$ cat config.mk
export PLATFORM = sky130hd
export DESIGN_NAME = sfe_cmd_decoder
export DESIGN_NICKNAME = d
export VERILOG_FILES = /design/src/rtl/sfe_cmd_pkg.sv /design/src/rtl/sfe_mask_unpack.sv /design/src/rtl/sfe_mask_pack.sv /design/src/rtl/sfe_cfg_regs.sv /design/src/rtl/sfe_readback.sv /design/src/rtl/sfe_cmd_decoder.sv
export SDC_FILE = /design/constraint.sdc
export NUM_CORES = 1
export LEC_CHECK = 0
export BUFFER_PORTS_ARGS = -buffer_cell sky130_fd_sc_hd__buf_4
export CORE_ASPECT_RATIO = 0.8
export CORE_MARGIN = 2
export CORE_UTILIZATION = 40
export CTS_BUF_LIST = sky130_fd_sc_hd__clkbuf_8
export CTS_CLUSTER_DIAMETER = 150
export DETAILED_ROUTE_END_ITERATION = 8
export PLACE_DENSITY = 0.55
export SLEW_MARGIN = 5
export SYNTH_ARGS = -nofsm -noshare
export SYNTH_HDL_FRONTEND = slang
export SYNTH_SLANG_ARGS = --single-unit
$ cat constraint.sdc
create_clock -name clk -period 2.8 [get_ports clk]
set_input_delay 0.42 -clock clk [delete_from_list [all_inputs] [get_ports clk]]
set_output_delay 0.42 -clock clk [all_outputs]
set_load 0.05 [all_outputs]
$ cat src/rtl/sfe_cmd_pkg.sv
package sfe_cmd_pkg;

    localparam int ADDR_W    = 5;
    localparam int CODE_W    = 5;
    localparam int HDR_W     = ADDR_W + CODE_W;
    localparam int PAY_W     = 68;
    localparam int GRP_N     = 4;
    localparam int GRP_W     = PAY_W / GRP_N;
    localparam int CH_N      = GRP_N * (GRP_W - 1);
    localparam int DAC_W     = 6;
    localparam int DAC_FLD_W = 2 * (DAC_W + 1);
    localparam int EVT_W     = 2;
    localparam int CNT_W     = $clog2(PAY_W + 1);

    typedef enum logic [CODE_W-1:0] {
        CMD_NOP      = 5'b00000,
        CMD_RESET    = 5'b00010,
        CMD_EVT      = 5'b00100,
        CMD_LD_DMASK = 5'b01000,
        CMD_LD_CMASK = 5'b01001,
        CMD_LD_TMASK = 5'b01010,
        CMD_LD_DAC   = 5'b01011,
        CMD_LD_MODE  = 5'b01100,
        CMD_RD_DMASK = 5'b10000,
        CMD_RD_CMASK = 5'b10001,
        CMD_RD_TMASK = 5'b10010,
        CMD_RD_DAC   = 5'b10011,
        CMD_RD_MODE  = 5'b10100
    } cmd_e;

    typedef enum logic [2:0] {
        ST_IDLE,
        ST_HEAD,
        ST_EVSEL,
        ST_LOAD,
        ST_SEND
    } state_e;

    typedef enum logic [2:0] {
        RB_DMASK,
        RB_CMASK,
        RB_TMASK,
        RB_DAC,
        RB_MODE
    } rb_sel_e;

    function automatic logic is_mask_load(input logic [CODE_W-1:0] c);
        return (c == CMD_LD_DMASK) || (c == CMD_LD_CMASK) || (c == CMD_LD_TMASK);
    endfunction

    function automatic logic is_load(input logic [CODE_W-1:0] c);
        return is_mask_load(c) || (c == CMD_LD_DAC) || (c == CMD_LD_MODE);
    endfunction

    function automatic logic is_read(input logic [CODE_W-1:0] c);
        return (c == CMD_RD_DMASK) || (c == CMD_RD_CMASK) || (c == CMD_RD_TMASK)
            || (c == CMD_RD_DAC) || (c == CMD_RD_MODE);
    endfunction

endpackage

$ cat src/rtl/sfe_mask_unpack.sv
module sfe_mask_unpack
    import sfe_cmd_pkg::*;
#(
    parameter int N_GRP = GRP_N,
    parameter int W_GRP = GRP_W,
    localparam int P_W  = N_GRP * W_GRP,
    localparam int C_N  = N_GRP * (W_GRP - 1)
) (
    input  logic [P_W-1:0] payload,
    output logic [C_N-1:0] mask,
    output logic           markers_ok
);
    logic [N_GRP-1:0] mark;

    for (genvar g = 0; g < N_GRP; g++) begin : g_grp
        assign mark[g] = payload[P_W-1-g*W_GRP];
        assign mask[C_N-1-g*(W_GRP-1) -: (W_GRP-1)] = payload[P_W-2-g*W_GRP -: (W_GRP-1)];
    end

    assign markers_ok = &mark;
endmodule

$ cat src/rtl/sfe_mask_pack.sv
module sfe_mask_pack
    import sfe_cmd_pkg::*;
#(
    parameter int N_GRP = GRP_N,
    parameter int W_GRP = GRP_W,
    localparam int P_W  = N_GRP * W_GRP,
    localparam int C_N  = N_GRP * (W_GRP - 1)
) (
    input  logic [C_N-1:0] mask,
    output logic [P_W-1:0] image
);
    for (genvar g = 0; g < N_GRP; g++) begin : g_grp
        assign image[P_W-1-g*W_GRP] = 1'b1;
        assign image[P_W-2-g*W_GRP -: (W_GRP-1)] = mask[C_N-1-g*(W_GRP-1) -: (W_GRP-1)];
    end
endmodule

$ cat src/rtl/sfe_cfg_regs.sv
module sfe_cfg_regs
    import sfe_cmd_pkg::*;
(
    input  logic                 clk,
    input  logic                 rst_n,
    input  logic                 clear,
    input  logic                 ld_dmask,
    input  logic                 ld_cmask,
    input  logic                 ld_tmask,
    input  logic                 ld_dac,
    input  logic                 ld_mode,
    input  logic                 legacy,
    input  logic [CH_N-1:0]      mask_in,
    input  logic [DAC_FLD_W-1:0] tail,
    output logic [CH_N-1:0]      data_mask,
    output logic [CH_N-1:0]      cal_mask,
    output logic [CH_N-1:0]      trig_mask,
    output logic [DAC_W-1:0]     cal_dac,
    output logic                 cal_range,
    output logic [DAC_W-1:0]     thr_dac,
    output logic                 thr_range,
    output logic                 read_dir,
    output logic                 deaf
);
    localparam int CAL_TOP  = DAC_FLD_W - 1;
    localparam int CAL_RNG  = CAL_TOP - DAC_W;
    localparam int THR_TOP  = CAL_RNG - 1;
    localparam int THR_RNG  = 0;
    localparam int DEAF_POS = 0;
    localparam int DIR_POS  = 1;

    logic [DAC_W-1:0] cal_new;
    logic [DAC_W-1:0] thr_new;
    logic             dir_new;
    logic             deaf_new;

    for (genvar i = 0; i < DAC_W; i++) begin : g_dac
        assign cal_new[i] = tail[CAL_TOP-i];
        assign thr_new[i] = tail[THR_TOP-i];
    end

    assign dir_new  = legacy ? tail[DIR_POS+1]  : tail[DIR_POS];
    assign deaf_new = legacy ? tail[DEAF_POS+1] : tail[DEAF_POS];

    always_ff @(posedge clk or negedge rst_n) begin
        if (!rst_n) begin
            data_mask <= '0;
            cal_mask  <= '0;
            trig_mask <= '0;
            cal_dac   <= '0;
            cal_range <= 1'b0;
            thr_dac   <= '0;
            thr_range <= 1'b0;
            read_dir  <= 1'b0;
            deaf      <= 1'b0;
        end else if (clear) begin
            data_mask <= '0;
            cal_mask  <= '0;
            trig_mask <= '0;
            cal_dac   <= '0;
            cal_range <= 1'b0;
            thr_dac   <= '0;
            thr_range <= 1'b0;
            read_dir  <= 1'b0;
            deaf      <= 1'b0;
        end else begin
            if (ld_dmask) data_mask <= mask_in;
            if (ld_cmask) cal_mask  <= mask_in;
            if (ld_tmask) trig_mask <= mask_in;
            if (ld_dac) begin
                cal_dac   <= cal_new;
                cal_range <= tail[CAL_RNG];
                thr_dac   <= thr_new;
                thr_range <= tail[THR_RNG];
            end
            if (ld_mode) begin
                read_dir <= dir_new;
                deaf     <= deaf_new;
            end
        end
    end
endmodule

$ cat src/rtl/sfe_readback.sv
module sfe_readback
    import sfe_cmd_pkg::*;
(
    input  logic             clk,
    input  logic             rst_n,
    input  logic             load,
    input  rb_sel_e          sel,
    input  logic [PAY_W-1:0] img_dmask,
    input  logic [PAY_W-1:0] img_cmask,
    input  logic [PAY_W-1:0] img_tmask,
    input  logic [DAC_W-1:0] cal_dac,
    input  logic             cal_range,
    input  logic [DAC_W-1:0] thr_dac,
    input  logic             thr_range,
    input  logic             read_dir,
    input  logic             deaf,
    input  logic             legacy,
    output logic             sdo,
    output logic             sdo_vld,
    output logic             last
);
    localparam int CAL_TOP = DAC_FLD_W - 1;
    localparam int CAL_RNG = CAL_TOP - DAC_W;
    localparam int THR_TOP = CAL_RNG - 1;

    logic [PAY_W-1:0] dac_img;
    logic [PAY_W-1:0] mode_img;
    logic [PAY_W-1:0] img;
    logic [PAY_W-1:0] sr_q;
    logic [CNT_W-1:0] left_q;

    always_comb begin
        dac_img = '0;
        for (int i = 0; i < DAC_W; i++) begin
            dac_img[CAL_TOP-i] = cal_dac[i];
            dac_img[THR_TOP-i] = thr_dac[i];
        end
        dac_img[CAL_RNG] = cal_range;
        dac_img[0]       = thr_range;
        mode_img = '0;
        if (legacy) begin
            mode_img[2] = read_dir;
            mode_img[1] = deaf;
        end else begin
            mode_img[1] = read_dir;
            mode_img[0] = deaf;
        end
    end

    always_comb begin
        unique case (sel)
            RB_DMASK: img = img_dmask;
            RB_CMASK: img = img_cmask;
            RB_TMASK: img = img_tmask;
            RB_DAC:   img = dac_img;
            RB_MODE:  img = mode_img;
            default:  img = '0;
        endcase
    end

    always_ff @(posedge clk or negedge rst_n) begin
        if (!rst_n) begin
            sr_q   <= '0;
            left_q <= '0;
        end else if (load) begin
            sr_q   <= img;
            left_q <= CNT_W'(PAY_W);
        end else if (left_q != '0) begin
            sr_q   <= {sr_q[PAY_W-2:0], 1'b0};
            left_q <= left_q - 1'b1;
        end
    end

    assign sdo_vld = (left_q != '0);
    assign sdo     = sdo_vld & sr_q[PAY_W-1];
    assign last    = (left_q == CNT_W'(1));
endmodule

$ cat src/rtl/sfe_cmd_decoder.sv
module sfe_cmd_decoder
    import sfe_cmd_pkg::*;
(
    input  logic              clk,
    input  logic              rst_n,
    input  logic              sdi,
    input  logic [ADDR_W-1:0] chip_addr,
    input  logic              legacy_mode,
    input  logic              trig_in,
    output logic              trig_out,
    output logic [CH_N-1:0]   data_mask,
    output logic [CH_N-1:0]   cal_mask,
    output logic [CH_N-1:0]   trig_mask,
    output logic [DAC_W-1:0]  cal_dac,
    output logic              cal_range,
    output logic [DAC_W-1:0]  thr_dac,
    output logic              thr_range,
    output logic              read_dir,
    output logic              deaf,
    output logic              chip_rst,
    output logic              evt_start,
    output logic [EVT_W-1:0]  evt_sel,
    output logic              mask_err,
    output logic              sdo,
    output logic              sdo_vld
);
    state_e            state_q, state_d;
    logic [CNT_W-1:0]  cnt_q;
    logic [HDR_W-2:0]  hdr_q;
    logic [PAY_W-2:0]  pay_q;
    logic [CODE_W-1:0] code_q;
    logic              match_q;

    logic [HDR_W-1:0]  hdr_now;
    logic [CODE_W-1:0] code_now;
    logic              match_now;
    logic [PAY_W-1:0]  pay_now;

    logic              hdr_done, evt_done, pay_done;
    logic              rb_load, rb_last;
    rb_sel_e           rb_sel;
    logic [CH_N-1:0]   mask_new;
    logic              markers_ok;
    logic              pay_ok;
    logic              ld_dmask, ld_cmask, ld_tmask, ld_dac, ld_mode, do_clear;
    logic [PAY_W-1:0]  img_dmask, img_cmask, img_tmask;

    assign hdr_now   = {hdr_q, sdi};
    assign code_now  = hdr_now[CODE_W-1:0];
    assign match_now = (hdr_now[HDR_W-1 -: ADDR_W] == chip_addr);
    assign pay_now   = {pay_q, sdi};

    // next state and frame-position events
    always_comb begin
        state_d  = state_q;
        hdr_done = 1'b0;
        evt_done = 1'b0;
        pay_done = 1'b0;
        unique case (state_q)
            ST_IDLE: begin
                if (sdi) state_d = ST_HEAD;
            end
            ST_HEAD: begin
                if (cnt_q == CNT_W'(HDR_W-1)) begin
                    hdr_done = 1'b1;
                    if (is_load(code_now))
                        state_d = ST_LOAD;
                    else if (code_now == CMD_EVT)
                        state_d = ST_EVSEL;
                    else if (is_read(code_now) && match_now)
                        state_d = ST_SEND;
                    else
                        state_d = ST_IDLE;
                end
            end
            ST_EVSEL: begin
                if (cnt_q == CNT_W'(EVT_W-1)) begin
                    evt_done = 1'b1;
                    state_d  = ST_IDLE;
                end
            end
            ST_LOAD: begin
                if (cnt_q == CNT_W'(PAY_W-1)) begin
                    pay_done = 1'b1;
                    state_d  = ST_IDLE;
                end
            end
            ST_SEND: begin
                if (rb_last) state_d = ST_IDLE;
            end
            default: state_d = ST_IDLE;
        endcase
    end

    // state register, bit counter and shift registers
    always_ff @(posedge clk or negedge rst_n) begin
        if (!rst_n) begin
            state_q <= ST_IDLE;
            cnt_q   <= '0;
            hdr_q   <= '0;
            pay_q   <= '0;
            code_q  <= '0;
            match_q <= 1'b0;
        end else begin
            state_q <= state_d;
            if (state_d != state_q)
                cnt_q <= '0;
            else if (state_q != ST_IDLE && state_q != ST_SEND)
                cnt_q <= cnt_q + 1'b1;
            if (state_q == ST_HEAD)
                hdr_q <= hdr_now[HDR_W-2:0];
            if (state_q == ST_LOAD || state_q == ST_EVSEL)
                pay_q <= pay_now[PAY_W-2:0];
            if (hdr_done) begin
                code_q  <= code_now;
                match_q <= match_now;
            end
        end
    end

    // readback selection
    always_comb begin
        unique case (code_now)
            CMD_RD_CMASK: rb_sel = RB_CMASK;
            CMD_RD_TMASK: rb_sel = RB_TMASK;
            CMD_RD_DAC:   rb_sel = RB_DAC;
            CMD_RD_MODE:  rb_sel = RB_MODE;
            default:      rb_sel = RB_DMASK;
        endcase
    end

    assign rb_load  = hdr_done && match_now && is_read(code_now);
    assign do_clear = hdr_done && match_now && (code_now == CMD_RESET);
    assign pay_ok   = pay_done && match_q;
    assign ld_dmask = pay_ok && markers_ok && (code_q == CMD_LD_DMASK);
    assign ld_cmask = pay_ok && markers_ok && (code_q == CMD_LD_CMASK);
    assign ld_tmask = pay_ok && markers_ok && (code_q == CMD_LD_TMASK);
    assign ld_dac   = pay_ok && (code_q == CMD_LD_DAC);
    assign ld_mode  = pay_ok && (code_q == CMD_LD_MODE);

    // registered strobes
    always_ff @(posedge clk or negedge rst_n) begin
        if (!rst_n) begin
            chip_rst  <= 1'b0;
            evt_start <= 1'b0;
            evt_sel   <= '0;
            mask_err  <= 1'b0;
        end else begin
            chip_rst  <= do_clear;
            evt_start <= evt_done && match_q;
            if (evt_done && match_q)
                evt_sel <= pay_now[EVT_W-1:0];
            mask_err  <= pay_ok && is_mask_load(code_q) && !markers_ok;
        end
    end

    assign trig_out = trig_in & ~deaf;

    sfe_mask_unpack u_unpack (
        .payload    (pay_now),
        .mask       (mask_new),
        .markers_ok (markers_ok)
    );

    sfe_cfg_regs u_regs (
        .clk       (clk),
        .rst_n     (rst_n),
        .clear     (do_clear),
        .ld_dmask  (ld_dmask),
        .ld_cmask  (ld_cmask),
        .ld_tmask  (ld_tmask),
        .ld_dac    (ld_dac),
        .ld_mode   (ld_mode),
        .legacy    (legacy_mode),
        .mask_in   (mask_new),
        .tail      (pay_now[DAC_FLD_W-1:0]),
        .data_mask (data_mask),
        .cal_mask  (cal_mask),
        .trig_mask (trig_mask),
        .cal_dac   (cal_dac),
        .cal_range (cal_range),
        .thr_dac   (thr_dac),
        .thr_range (thr_range),
        .read_dir  (read_dir),
        .deaf      (deaf)
    );

    sfe_mask_pack u_pack_d (.mask(data_mask), .image(img_dmask));
    sfe_mask_pack u_pack_c (.mask(cal_mask),  .image(img_cmask));
    sfe_mask_pack u_pack_t (.mask(trig_mask), .image(img_tmask));

    sfe_readback u_rb (
        .clk       (clk),
        .rst_n     (rst_n),
        .load      (rb_load),
        .sel       (rb_sel),
        .img_dmask (img_dmask),
        .img_cmask (img_cmask),
        .img_tmask (img_tmask),
        .cal_dac   (cal_dac),
        .cal_range (cal_range),
        .thr_dac   (thr_dac),
        .thr_range (thr_range),
        .read_dir  (read_dir),
        .deaf      (deaf),
        .legacy    (legacy_mode),
        .sdo       (sdo),
        .sdo_vld   (sdo_vld),
        .last      (rb_last)
    );
endmodule

==> run summary <==
Routed WL: 46800 µm
Post-route ant nets: 0
VDD IR max: 0.000309 V
Synth top cells by count: dfrtp_1, mux2i_1, nor2_1
Worst r2r path cells: 6
Detailed Place HPWL: 28500 µm
Max_cap viols: 0
CP startpoint kind: flop
Non-Filler Instances: 2300
Worst path required time: 2380 ps
Max FO, Critical Path: 17
Relative slew slack: 55.7%
Flop2flop setup slack: 300 ps
Number of diodes: 0
Gate power share: 20.9%
Clock latency on the worst-skew pair: 620 ps
H-tree depth: 3
Status: complete, no violations
Io pins: 226
Origin of the worst setup path: u_rb.left_q[0]
Cells after Synth: 1470
#FFs+latches synth: 380
Switching portion of total power: 30.8%
Sw power: 4450 µW
Hold endpoint: u_regs.thr_range
Initial antenna violation count: 0
Internal power: 9980 µW
GRT Residual Overflow: 0
Root Buffer: clkbuf_8
GRT Resource Usage Total: 21.7%
Final Max Tran Viols: 0
Cells on Worst Hold Path: 3
Area contributors post-synth: dfrtp_1, mux2i_1, mux2_2
Fill cells: 3833
Leakage: 0.0101 µW
Cells along the critical path: inv_1 -> ha_1 -> and3_2 -> inv_4 -> and2_1 -> buf_4
Fin. Hold Viols: 0
Seq pwr share: 44.3%
TritonCTS clock tree: done
Global-route wire length before repair: 74200 µm
Post-synth top area share: 56.7%
# port buffers: 225
Post-synth cell types: 48
EDFF count, synth: 0
Die area: 43600 µm²
# nets final: 1716
1st-pass router iterations: 6
Mapped Nets: 1484
Vias per cell: 5.41
Hold_ws: 111 ps
RSZ-0062 raised after global routing: no
Pwr dens: 703 nW/µm²
Die Span X: 233 µm
R2R Path End: u_regs.data_mask[58]
Worst path top cell family by delay: buffers and inverters
Primary FF master, synth: dfrtp_1
Yosys top cell by area: dfrtp_1
CP Data Arrival Time: 2090 ps
Worst min path class: primary input to flop
Clk buf depth: 3
Sink Count: 380
Placed Cells: 2185
Fraction of layout cells with a size suffix above 1: 26.3%
Crit-path max cell delay: 390 ps
Final setup skew: 29.8 ps
Count leader, synth: dfrtp_1
DR iter-0 viols: 1103
Number of global-route vias before repair: 12.6k
Period utilization: 89.6%
Final setup TNS: 0 ps
Max Clk Rate: 399 MHz
Slowest CP cell: dfrtp_1
Async set-reset flop share out of synthesis: 100%
Core region area: 41700 µm²
Power share of the clock group: 34.8%
WS Path Type: flop to output port
Row cnt: 67
Area Growth Syn to Fin: 22.5%
Via Count: 12.4k
Buffer and inverter count on the worst path: 3
DRC Markers: 0
Die height: 187 µm
Hold Path Origin: sdi
Shortest period the worst path allows: 2510 ps
Routed WL per cell: 20.3 µm
Avg Inst Size Synth: 11.4 µm²
Final setup violation count: 0
Seq/Total Area, Yosys: 56.7%
Worst r2r src: cnt_q[2]
Routability Congestion: 0.789
Reg clk slew, reported paths: 60 ps
CP Capture Type: output port
Ys Warns: 0
CTS Buf Count: 66
Netlist Area Pre-Place: 16800 µm²
Worst slew pin tran: 665 ps
Largest net degree at the start of global routing: 86
Initial Util: 40.3%
==> power groups by stage <==
stage / logic, µW / registers, µW / clock network, µW
global route: 3310 / 6460 / 5450
global placement: 3010 / 6470 / 0
finish: 3010 / 6390 / 5030
floorplan: 1940 / 6470 / 0
CTS: 3030 / 6390 / 5180
detailed placement: 3010 / 6480 / 0
==> routing by layer <==
layer / vias up / wire, µm / GRT usage (%)
met4: 0 / 936 / 6.20
met1: 6328 / 22300 / 32.3
met5: - / 0 / 0
met2: 347 / 21000 / 32.1
met3: 75 / 2510 / 4.28
li1: 5686 / - / -
==> cell usage in the layout (no fill, tap or decap), types with 2 or more instances in the layout <==
master,count
a211oi_1,4
a222oi_1,61
nor2_1,219
clkinv_2,4
dfrtp_1,380
nor2b_1,5
nand2_1,131
clkinvlp_4,2
mux2i_1,220
nand4_1,10
inv_1,34
nand3b_1,6
nor2b_4,3
nor4_1,2
clkbuf_8,80
ha_1,4
a21oi_1,76
nor3_1,10
or3b_2,2
o21ai_0,12
xor2_1,11
nand2b_1,5
xnor2_1,2
and3_1,66
o2bb2ai_1,3
or3_1,3
buf_4,256
nor3b_1,2
mux2_2,82
buf_12,18
nand3_1,4
and2_1,2
and4_1,3
bufinv_16,2
a22o_1,3
==> sequential cells by signal, indices dropped and copies added (netlist names), 2 cells and up <==
signal	flops
u_regs.data_mask	64
u_rb.sr_q	68
u_rb.left_q	7
u_regs.thr_dac	6
hdr_q	9
u_regs.cal_dac	6
cnt_q	7
evt_sel	2
pay_q	67
state_q	3
code_q	5
u_regs.trig_mask	64
u_regs.cal_mask	64
==> how the worst max path moves through the flow <==
stage	slack (ps)	cells past startpoint	to
4_1_cts	80	6	sdo
3_5_place_dp	360	6	u_regs.data_mask[58]
5_1_grt	150	6	sdo
6_report	290	6	sdo
3_3_place_gp	380	6	u_regs.data_mask[60]
2_1_floorplan	190	6	sdo
==> layout make-up <==
type | instances | area, µm² | area share (%)
sequential | 380 | 9510 | 46.3
multi-input combinational | 969 | 6710 | 32.7
timing repair buffer | 276 | 2310 | 11.2
clock buffer | 80 | 1100 | 5.36
tap | 552 | 691 | 3.36
clock inverter | 34 | 193 | 0.938
inverter | 9 | 36.3 | 0.177
==> cells by family (layout without fill, tap and decap cells) <==
kind of cell | after synthesis | count (layout) | synth area share [%]
AOI/OAI and AO/OA | 169 | 169 | 7.23
xor gates and xnor gates | 13 | 13 | 0.679
adders and majority gates | 4 | 4 | 0.298
buffers and inverters | 121 | 399 | 3.55
DFF | 380 | 380 | 56.7
muxes | 302 | 302 | 18.6
and+or+nand+nor | 481 | 481 | 12.9
==> per-stage QoR <==
stage / worst slack [ps] / utilization, % / power [µW] / area [µm²]
2_1_floorplan: 190 / - / 8400 / 16800
3_3_place_gp: 376 / 46.2 / 9470 / 19200
3_5_place_dp: 359 / 46.2 / 9490 / 19200
4_1_cts: 82.7 / 49.3 / 14600 / 20500
5_1_grt: 152 / 49.3 / 15200 / 20500
6_report: 292 / 49.3 / 14400 / 20500
==> tightest hold or removal path, stage by stage <==
cell and delay [ps]:
buf_4 160, nand2_1 60, o21ai_0 60
==> timing repair <==
item,4_1_cts,5_1_grt
hold buffers,1,0
resized for setup,0,1
endpoints found under the hold margin,32,0
setup buffers,0,0
setup endpoints to repair,0,1
(Power assumes the default switching activity.)
